===== config.mk =====
export PLATFORM = sky130hd
export DESIGN_NAME = fault_seq
export DESIGN_NICKNAME = d
export VERILOG_FILES = /design/src/rtl/fault_pkg.sv /design/src/rtl/fault_detect.sv /design/src/rtl/frame_mux.sv /design/src/rtl/fault_seq.sv
export SDC_FILE = /design/constraint.sdc
export NUM_CORES = 1
export LEC_CHECK = 0
export ABC_CLOCK_PERIOD_IN_PS = 2800
export BUFFER_PORTS_ARGS = -buffer_cell sky130_fd_sc_hd__buf_2
export CAP_MARGIN = 20
export CORE_AREA = 2 2 223 137
export CTS_BUF_LIST = sky130_fd_sc_hd__clkbuf_4
export DETAILED_ROUTE_END_ITERATION = 8
export DIE_AREA = 0 0 225 139
export GPL_ROUTABILITY_DRIVEN = 0
export GPL_TIMING_DRIVEN = 0
export PLACE_DENSITY_LB_ADDON = 0.12
export SYNTH_ARGS = -nofsm -noshare
export SYNTH_HDL_FRONTEND = slang
export SYNTH_HIERARCHICAL = 1
export SYNTH_SLANG_ARGS = --single-unit

===== constraint.sdc =====
create_clock -name clk -period 2.8 [get_ports clk]
set_input_delay 0.14 -clock clk [delete_from_list [all_inputs] [get_ports clk]]
set_output_delay 0.14 -clock clk [all_outputs]
set_load 0.005 [all_outputs]

===== src/rtl/fault_pkg.sv =====
package fault_pkg;
  parameter int unsigned ADDR_W = 32;
  parameter int unsigned WORD_W = 16;
  parameter int unsigned FC_W   = 3;
  parameter int unsigned SR_TRACE = 15;
  parameter int unsigned SR_SUPER = 13;
  parameter int unsigned INFO_RD  = 4;
  parameter int unsigned INFO_NI  = 3;

  typedef logic [ADDR_W-1:0] addr_t;
  typedef logic [WORD_W-1:0] word_t;

  typedef enum logic [2:0] {
    ST_IDLE, ST_PUSH, ST_VHI, ST_VLO, ST_DONE, ST_HALT
  } state_t;

  localparam logic [1:0] ACT_NORM = 2'd0;
  localparam logic [1:0] ACT_GRP0 = 2'd1;
  localparam logic [1:0] ACT_GRP1 = 2'd2;
  localparam logic [1:0] ACT_GRP2 = 2'd3;

  function automatic word_t info_word(logic rd, logic ni, logic [FC_W-1:0] fc);
    word_t w;
    w = '0;
    w[INFO_RD] = rd;
    w[INFO_NI] = ni;
    w[FC_W-1:0] = fc;
    return w;
  endfunction

  function automatic word_t handler_sr(word_t sr);
    word_t r;
    r = sr;
    r[SR_TRACE] = 1'b0;
    r[SR_SUPER] = 1'b1;
    return r;
  endfunction

  function automatic addr_t vec_addr(int unsigned n);
    return addr_t'(n) << 2;
  endfunction

  function automatic word_t frame_word(int unsigned k, addr_t pc, word_t sr,
                                       word_t ir, addr_t fa, word_t info);
    case (k)
      0: return pc[WORD_W-1:0];
      1: return pc[ADDR_W-1:WORD_W];
      2: return sr;
      3: return ir;
      4: return fa[WORD_W-1:0];
      5: return fa[ADDR_W-1:WORD_W];
      default: return info;
    endcase
  endfunction
endpackage


===== src/rtl/fault_detect.sv =====
module fault_detect (
  input  logic bus_err_i,
  input  logic acc_valid_i,
  input  logic acc_odd_i,
  input  logic acc_wide_i,
  input  logic acc_fetch_i,
  output logic adr_err_o,
  output logic any_err_o
);
  always_comb begin
    adr_err_o = acc_valid_i && acc_odd_i && (acc_wide_i || acc_fetch_i);
    any_err_o = adr_err_o || bus_err_i;
  end
endmodule


===== src/rtl/frame_mux.sv =====
module frame_mux import fault_pkg::*; #(
  parameter int unsigned IDX_W = 3
) (
  input  logic [IDX_W-1:0] idx_i,
  input  addr_t            pc_i,
  input  word_t            sr_i,
  input  word_t            ir_i,
  input  addr_t            fa_i,
  input  word_t            info_i,
  output word_t            word_o
);
  always_comb word_o = frame_word(int'(idx_i), pc_i, sr_i, ir_i, fa_i, info_i);
endmodule


===== src/rtl/fault_seq.sv =====
module fault_seq import fault_pkg::*; #(
  parameter int unsigned BUS_VEC = 2,
  parameter int unsigned ADR_VEC = 3,
  parameter int unsigned OFF_W   = 4
) (
  input  logic              clk,
  input  logic              rst_n,
  input  logic              bus_err_i,
  input  logic              acc_valid_i,
  input  logic [ADDR_W-1:0] acc_addr_i,
  input  logic              acc_wide_i,
  input  logic              acc_fetch_i,
  input  logic              acc_read_i,
  input  logic [FC_W-1:0]   acc_fc_i,
  input  logic [1:0]        act_i,
  input  logic [ADDR_W-1:0] pc_i,
  input  logic [OFF_W-1:0]  pc_off_i,
  input  logic [WORD_W-1:0] sr_i,
  input  logic [WORD_W-1:0] ir_i,
  input  logic              exc_last_i,
  input  logic [ADDR_W-1:0] exc_vec_i,
  input  logic [ADDR_W-1:0] ssp_i,
  output logic              mem_wr_o,
  output logic              mem_rd_o,
  output logic [ADDR_W-1:0] mem_addr_o,
  output logic [WORD_W-1:0] mem_wdata_o,
  input  logic [WORD_W-1:0] mem_rdata_i,
  output logic              abort_o,
  output logic              busy_o,
  output logic              halt_o,
  output logic              newpc_valid_o,
  output logic [ADDR_W-1:0] newpc_o,
  output logic [WORD_W-1:0] sr_o,
  output logic [ADDR_W-1:0] sp_o
);
  localparam int unsigned FRAME_N = 7;
  localparam int unsigned IDX_W   = $clog2(FRAME_N);
  localparam addr_t       STEP    = addr_t'(WORD_W / 8);

  state_t            st;
  logic [IDX_W-1:0]  idx;
  addr_t             sp_r, pc_r, fa_r, vbase_r, newpc_r;
  word_t             sr_r, ir_r, info_r, vhi_r, push_word;

  logic adr_err, any_err;
  logic in_idle, on_bus, fault_take, dbl_fault, frame_last;

  fault_detect u_det (
    .bus_err_i   (bus_err_i),
    .acc_valid_i (acc_valid_i),
    .acc_odd_i   (acc_addr_i[0]),
    .acc_wide_i  (acc_wide_i),
    .acc_fetch_i (acc_fetch_i),
    .adr_err_o   (adr_err),
    .any_err_o   (any_err)
  );

  frame_mux #(.IDX_W(IDX_W)) u_frame (
    .idx_i  (idx),
    .pc_i   (pc_r),
    .sr_i   (sr_r),
    .ir_i   (ir_r),
    .fa_i   (fa_r),
    .info_i (info_r),
    .word_o (push_word)
  );

  assign in_idle    = (st == ST_IDLE);
  assign on_bus     = (st == ST_PUSH) || (st == ST_VHI) || (st == ST_VLO);
  assign fault_take = in_idle && any_err;
  assign dbl_fault  = (fault_take && ((act_i == ACT_GRP0) || ssp_i[0]))
                   || (on_bus && bus_err_i);
  assign frame_last = (st == ST_PUSH) && (idx == IDX_W'(FRAME_N - 1));

  always_ff @(posedge clk or negedge rst_n) begin
    if (!rst_n) begin
      st      <= ST_IDLE;
      idx     <= '0;
      sp_r    <= '0;
      pc_r    <= '0;
      fa_r    <= '0;
      vbase_r <= '0;
      newpc_r <= '0;
      sr_r    <= '0;
      ir_r    <= '0;
      info_r  <= '0;
      vhi_r   <= '0;
    end else if (dbl_fault) begin
      st <= ST_HALT;
    end else begin
      case (st)
        ST_IDLE: if (fault_take) begin
          st      <= ST_PUSH;
          idx     <= '0;
          sp_r    <= ssp_i;
          pc_r    <= exc_last_i ? exc_vec_i : (pc_i + addr_t'(pc_off_i));
          sr_r    <= sr_i;
          ir_r    <= ir_i;
          fa_r    <= acc_addr_i;
          info_r  <= info_word(acc_read_i, act_i == ACT_GRP1, acc_fc_i);
          vbase_r <= vec_addr(adr_err ? ADR_VEC : BUS_VEC);
        end
        ST_PUSH: begin
          sp_r <= sp_r - STEP;
          idx  <= idx + 1'b1;
          if (frame_last) st <= ST_VHI;
        end
        ST_VHI: begin
          vhi_r <= mem_rdata_i;
          st    <= ST_VLO;
        end
        ST_VLO: begin
          newpc_r <= {vhi_r, mem_rdata_i};
          st      <= ST_DONE;
        end
        ST_DONE: st <= ST_IDLE;
        default: st <= ST_HALT;
      endcase
    end
  end

  always_comb begin
    mem_wr_o    = (st == ST_PUSH);
    mem_rd_o    = (st == ST_VHI) || (st == ST_VLO);
    mem_wdata_o = mem_wr_o ? push_word : '0;
    case (st)
      ST_PUSH: mem_addr_o = sp_r - STEP;
      ST_VHI:  mem_addr_o = vbase_r;
      ST_VLO:  mem_addr_o = vbase_r + STEP;
      default: mem_addr_o = '0;
    endcase
  end

  assign abort_o       = fault_take || (on_bus && bus_err_i);
  assign busy_o        = !in_idle && (st != ST_HALT);
  assign halt_o        = (st == ST_HALT);
  assign newpc_valid_o = (st == ST_DONE);
  assign newpc_o       = newpc_r;
  assign sr_o          = handler_sr(sr_r);
  assign sp_o          = sp_r;
endmodule


==> results of run 1 <==
==> stage by stage <==
stage                     util [%]  setup TNS (ps)  area, µm²
after CTS                    52.33          -252.0      15370
after detailed placement     43.99          -24220      12920
final                        52.77          -50.35      15500
after global placement       43.76         -355840      12850
after floorplan                  -               0      10750
after global routing         52.77           -1234      15500
==> flip-flops by register name (all words and copies together) (netlist names), 5 cells and up <==
name and count:
newpc_o 32, ir_r 16, sr_r 16, pc_r 32, fa_r 32, info_r 5, sp_o 32, vhi_r 16
==> report_power, final <==
group          internal [mW]  total, mW  switching, mW
clock network          0.383       1.50           1.11
registers               2.82       2.91         0.0905
logic                  0.485      0.886          0.401
total                   3.69       5.30           1.61
==> worst paths after layout <==
kind,endpoint,from
setup reg to reg,pc_r[28]$_DFFE_PN0P_,st[2]$_DFFE_PN0P_
setup / recovery,mem_addr_o[27],sp_o[14]$_DFFE_PN0P_
min in group asynchronous,newpc_o[12]$_DFFE_PN0P_,rst_n
hold / removal,pc_r[1]$_DFFE_PN0P_,pc_off_i[1]
hold reg to reg,fa_r[22]$_DFFE_PN0P_,fa_r[22]$_DFFE_PN0P_
max in group asynchronous,pc_r[7]$_DFFE_PN0P_,rst_n
==> tightest hold or removal path: stages <==
cell     delay (ps)
buf_2           110
inv_1            70
fa_1            160
nor2_1           40
a21oi_1         100
o21ai_0          80
==> what timing repair did <==
action	in CTS	in global routing
setup endpoints to repair	127	105
hold buffers	192	0
buffers inserted	15	8
resized for setup	47	35
gates cloned	0	0
endpoints found under the hold margin	281	0
pin swaps	2	3
==> area by class of cell <==
class,instances,area [µm²]
plain buffers,93,480.5
well taps,382,478.0
fillers,2848,13870
flip-flops and latches,189,4745
clock inverters,15,125.1
diodes,1,2.502
repair buffers,541,3802
clock buffers,17,127.6
multi-input cells,898,5683
inverters,14,52.55
==> cells in the final DEF (no fill, tap or decap), types with 19 or more instances in the layout <==
| cell type | instances |
|---|---|
| mux2_2 | 66 |
| buf_2 | 336 |
| dlygate4sd3_1 | 191 |
| nand3_1 | 34 |
| xnor2_1 | 24 |
| clkbuf_1 | 40 |
| dfrtp_1 | 177 |
| o211ai_1 | 30 |
| nor3_1 | 23 |
| o21ai_0 | 53 |
| a21oi_1 | 35 |
| and2_1 | 19 |
| nor2_1 | 62 |
| clkbuf_4 | 21 |
| buf_4 | 39 |
| nand2_1 | 261 |
==> layer usage <==
layer	part of all wire [%]	wire (µm)	vias to the layer above
met5	0	0	-
met4	2.0	851	0
met3	5.9	2497	54
met2	44	18560	427
met1	48	20190	5525
li1	-	-	5279
==> cells by family after synthesis <==
group                    count (synthesis)
AND/OR/NAND/NOR                        544
XOR/XNOR                                42
flip-flops                             189
buffers and inverters                  111
multiplexers                            92
AO/OA/AOI/OAI                          199
other                                    2
adder cells (fa/ha/maj)                  8
==> metrics.txt, run 1 <==
Worst slew margin=a little over half; Max Cap Viol=0; wirelength, routed=42100 µm; grt met1 use=about two fifths; critical path class=flop to output pin; Final nets=1955; Area growth, synth to finish=44.67%; count leader, synth=nand2_1; HP Class=primary input to flop; Main synth FF type=dfrtp_1; WP data arrival=2710 ps; Max Buffers Root-to-Sink=2; Setup WS pre-CTS=-446.3 ps; fin worst setup slack=-50.35 ps; Final setup violation count=1; mapped cell area=10710 µm²; first drt pass iteration count=5; crit-path leading delay family=simple AND/OR/NAND/NOR gates; grt total ovfl=0; CTS Buf Count=17; M2 GR Usage=41.07%; stages on the worst setup path=7; Slew @ Worst Pin=706.2 ps; Hold Crit Depth=6; Post-Synth Adder-Cell Area=1.005%; P per Cell Area=341.8 nW/µm²; Post-Syn Area per Cell=9.024 µm²; Seq/Total Area, Yosys=44.15%; Buffers on Ports=324; Total Power=5.297 mW; Die Y-Extent=139 µm; CTS root buffer=clkbuf_4; Cell Chain, Critical Path=nor4_4, buf_4, nand4_1, or4_4, xor2_1, nor2_1, buf_2; Simple-Gate Fraction of Synth Area=24.35%; Worst-path clk slew=180 ps; vias in the first global route=11.24k; Yosys top cell area share=around 44%; largest family of logic cells by synthesized area=simple AND/OR/NAND/NOR gates; Worst Path Required=2660 ps; outcome=finished, violations left; Final Cycle Share=101.8%; RSZ-0062 raised after global routing=yes; Die W=225 µm; WHS=between 70 and 80 ps; largest cells by area after synthesis=dfrtp_1 44%, nand2_1 9.2%, mux2_2 6.9%; Pleak=7.530 nW; drt initial violations=837; drt wl/cell=19.58 µm; async set-reset flop share out of synthesis=100.0%; total number of vias=11.29k; DP Cell Count=1906; Slowest cell on crit path=or4_4; worst vdd rail ir drop=roughly 200 µV; first-pass GRT wire length=64740 µm; leading area contributor after synthesis=dfrtp_1; H-tree depth=4; post-route DRC violation count=0; number of synthesized register bits=189; Final Non-Filler Cells=2150; reg2reg path depth=7; GRT Util Overall=between 20% and 30%; min Tclk post-route=2850 ps; IO Count=327; synth warn=6; detailed-placement wirelength estimate=30530 µm; Distinct cells, synth=between 60 and 70; antenna violations before repair=1; Slew Limit Fails=0; global routing met3 resource utilization=4.788%; f_max=350.8 MHz; Initial Util=36.47%; top post-synthesis cells by count=263 x nand2_1, 189 x dfrtp_1, 66 x mux2_2, 63 x nor2_1, 61 x clkbuf_1; clk_lat worst skew=640 ps; CP Capture Type=output pin; cells after synthesis=1187; grt peak-use layer=met2; final hold vios=0; share of cells above drive strength 1=31.07%; crit-path max FO=6; Worst path max stage delay=510 ps; Post-synth EDFFs=0; CTS tree=yes; row count=49; largest net degree at the start of global routing=75; DR vias/cell=5.249; multiplexer share of the synthesized area=under 10%; Die Area=31280 µm²; Compound-Gate Fraction of Synth Area=12.39%; r2r setup slk=170 ps; clk sinks=189; violated checks=negative setup slack; Detail Route Antenna Nets=0; worst clock skew=24.00 ps; CP bufs+invs=2; core region area=about 30000 µm²; XOR/XNOR Fraction of Synth Area=3.434%; Startpoint Class=flop
No activity file was read; power rests on OpenSTA's default activity.
==> run 2, diff against run 1 <==
BUFFER_PORTS_ARGS = default   (was -buffer_cell sky130_fd_sc_hd__buf_2)
DONT_BUFFER_PORTS = 1   (was default)
==> run 2 against run 1 <==
The run ends with negative hold slack, negative setup slack left; setup slack lost 10 ps; total power shrank 0.86%; critical path depth is the same; fmax shrank 0.36%; clock skew grew 18 ps; register-to-register slack lost 80 ps; worst hold slack lost 940 ps; cell count shrank 14%.
==> metrics.txt, run 2 (synthesis gave the netlist of run 1 again) <==
core region area=29370 µm²; outcome=finished, violations left; critical path class=flop to output pin; WHS=-866.0 ps; Final Non-Filler Cells=1842; Max Buffers Root-to-Sink=2; violated checks=negative hold slack, negative setup slack; CTS tree=yes; post-route DRC violation count=0; Area growth, synth to finish=31.02%; min Tclk post-route=2861 ps; total number of vias=10.09k; fin worst setup slack=-60.66 ps; Total Power=5.251 mW; P per Cell Area=374.2 nW/µm²; Fill cells=between 2k and 3k; f_max=349.6 MHz; Pleak=6.145 nW; Buffers on Ports=0; DP Cell Count=about 1.6k; RSZ-0062 raised after global routing=yes; Die Area=roughly 31000 µm²; drt wl/cell=22.42 µm; r2r setup slk=90 ps; Slew @ Worst Pin=765.1 ps; Worst slew margin=about half; grt total ovfl=0; clk sinks=189; DR vias/cell=5.477; detailed-placement wirelength estimate=29610 µm; antenna violations before repair=5; first-pass GRT wire length=61670 µm; final hold vios=189; Slew Limit Fails=0; Final nets=1644; Die Y-Extent=139 µm; Final setup violation count=3; IO Count=approximately 330; Detail Route Antenna Nets=0; commonest non-fill, non-tap cells in the layout=261 x nand2_1, 205 x dlygate4sd3_1, 182 x dfrtp_1; HP Class=primary input to async pin; crit-path max FO=4; CP Capture Type=output pin; wirelength, routed=around 41000 µm; Worst-path clk slew=220 ps; vias in the first global route=10.14k; Final Cycle Share=102.2%; Max Cap Viol=0; WP data arrival=2720 ps; first drt pass iteration count=5; Initial Util=36.47%; Startpoint Class=flop; CTS root buffer=clkbuf_4; post-cts hold buffer count=205; CTS Buf Count=17; clk_lat worst skew=around 670 ps; share of cells above drive strength 1=15.59%; drt initial violations=866; row count=49; largest net degree at the start of global routing=190; worst clock skew=42.25 ps; H-tree depth=4; worst vdd rail ir drop=234.3 µV; Die W=225 µm; GRT Util Overall=26.03%; Worst Path Required=between 2000 and 3000 ps; commonest non-fill, non-tap cell in the layout=nand2_1
==> run 2: critical path, stage by stage (launching register included) <==
cell and delay (ps):
dfrtp_2 500, inv_2 110, ha_4 150, nor3b_4 280, nand4_1 260, or4_4 490
xor2_1 160, nor2_1 120
==> run 2: final timing paths <==
check,startpoint,endpoint,depth (start not counted)
hold reg to reg,fa_r[7]$_DFFE_PN0P_,fa_r[7]$_DFFE_PN0P_,2
setup / recovery,sp_o[2]$_DFFE_PN0P_,mem_addr_o[27],7
max in group asynchronous,rst_n,sr_r[1]$_DFFE_PN0P_,0
setup reg to reg,st[2]$_DFFE_PN0P_,pc_r[10]$_DFFE_PN0P_,7
hold / removal,rst_n,sp_o[11]$_DFFE_PN0P_,0
min in group clk,pc_i[10],pc_r[11]$_DFFE_PN0P_,4
==> run 2: power breakdown <==
part	total [mW]	internal (mW)	switching [mW]
Clock	1.68	0.508	1.17
Sequential	2.92	2.82	0.0936
Combinational	0.660	0.370	0.291
==> run 2: layout make-up <==
class / count / area, µm² / share of cell area [%]
Clock inverter: 14 / 165.2 / 1.177
Multi-Input combinational cell: 898 / 5732 / 40.84
Inverter: 14 / 55.05 / 0.3923
Clock buffer: 18 / 135.1 / 0.9628
Buffer: 97 / 504.2 / 3.593
Timing Repair Buffer: 226 / 2217 / 15.80
Sequential cell: 189 / 4738 / 33.76
Tap cell: 382 / 478.0 / 3.406
Antenna cell: 4 / 10.01 / 0.07132
==> run 2: per-stage QoR <==
stage / setup TNS [ps] / setup WS (ps) / cell area (µm²) / util, %
detailed placement: -13890 / -296.6 / 11230 / 38.24
CTS: -94.70 / -50.05 / 13840 / 47.13
floorplan: 0 / 555.4 / 10750 / -
global route: -810.0 / -164.8 / 14030 / 47.79
finish: -66.64 / -60.66 / 14030 / 47.79
global placement: -16400 / -352.3 / 11230 / 38.24
==> run 2: timing repair <==
action,in CTS,in global routing
buffers inserted,14,8
endpoints found under the hold margin,357,189
gates resized for setup,47,52
endpoints found under the setup margin,126,124
pin swaps,8,11
==> run 2: routing by layer <==
| metal | routed length, µm | vias up | global-route usage, % | part of all wire [%] |
|---|---|---|---|---|
| met5 | 13 | - | 0 | 0.031 |
| met4 | 574 | 2 | 6.553 | 1.4 |
| met3 | 2886 | 38 | 5.996 | 7.0 |
| met2 | 18300 | 359 | 39.17 | 44 |
| met1 | 19520 | 5017 | 37.64 | 47 |
| li1 | - | 4672 | - | - |
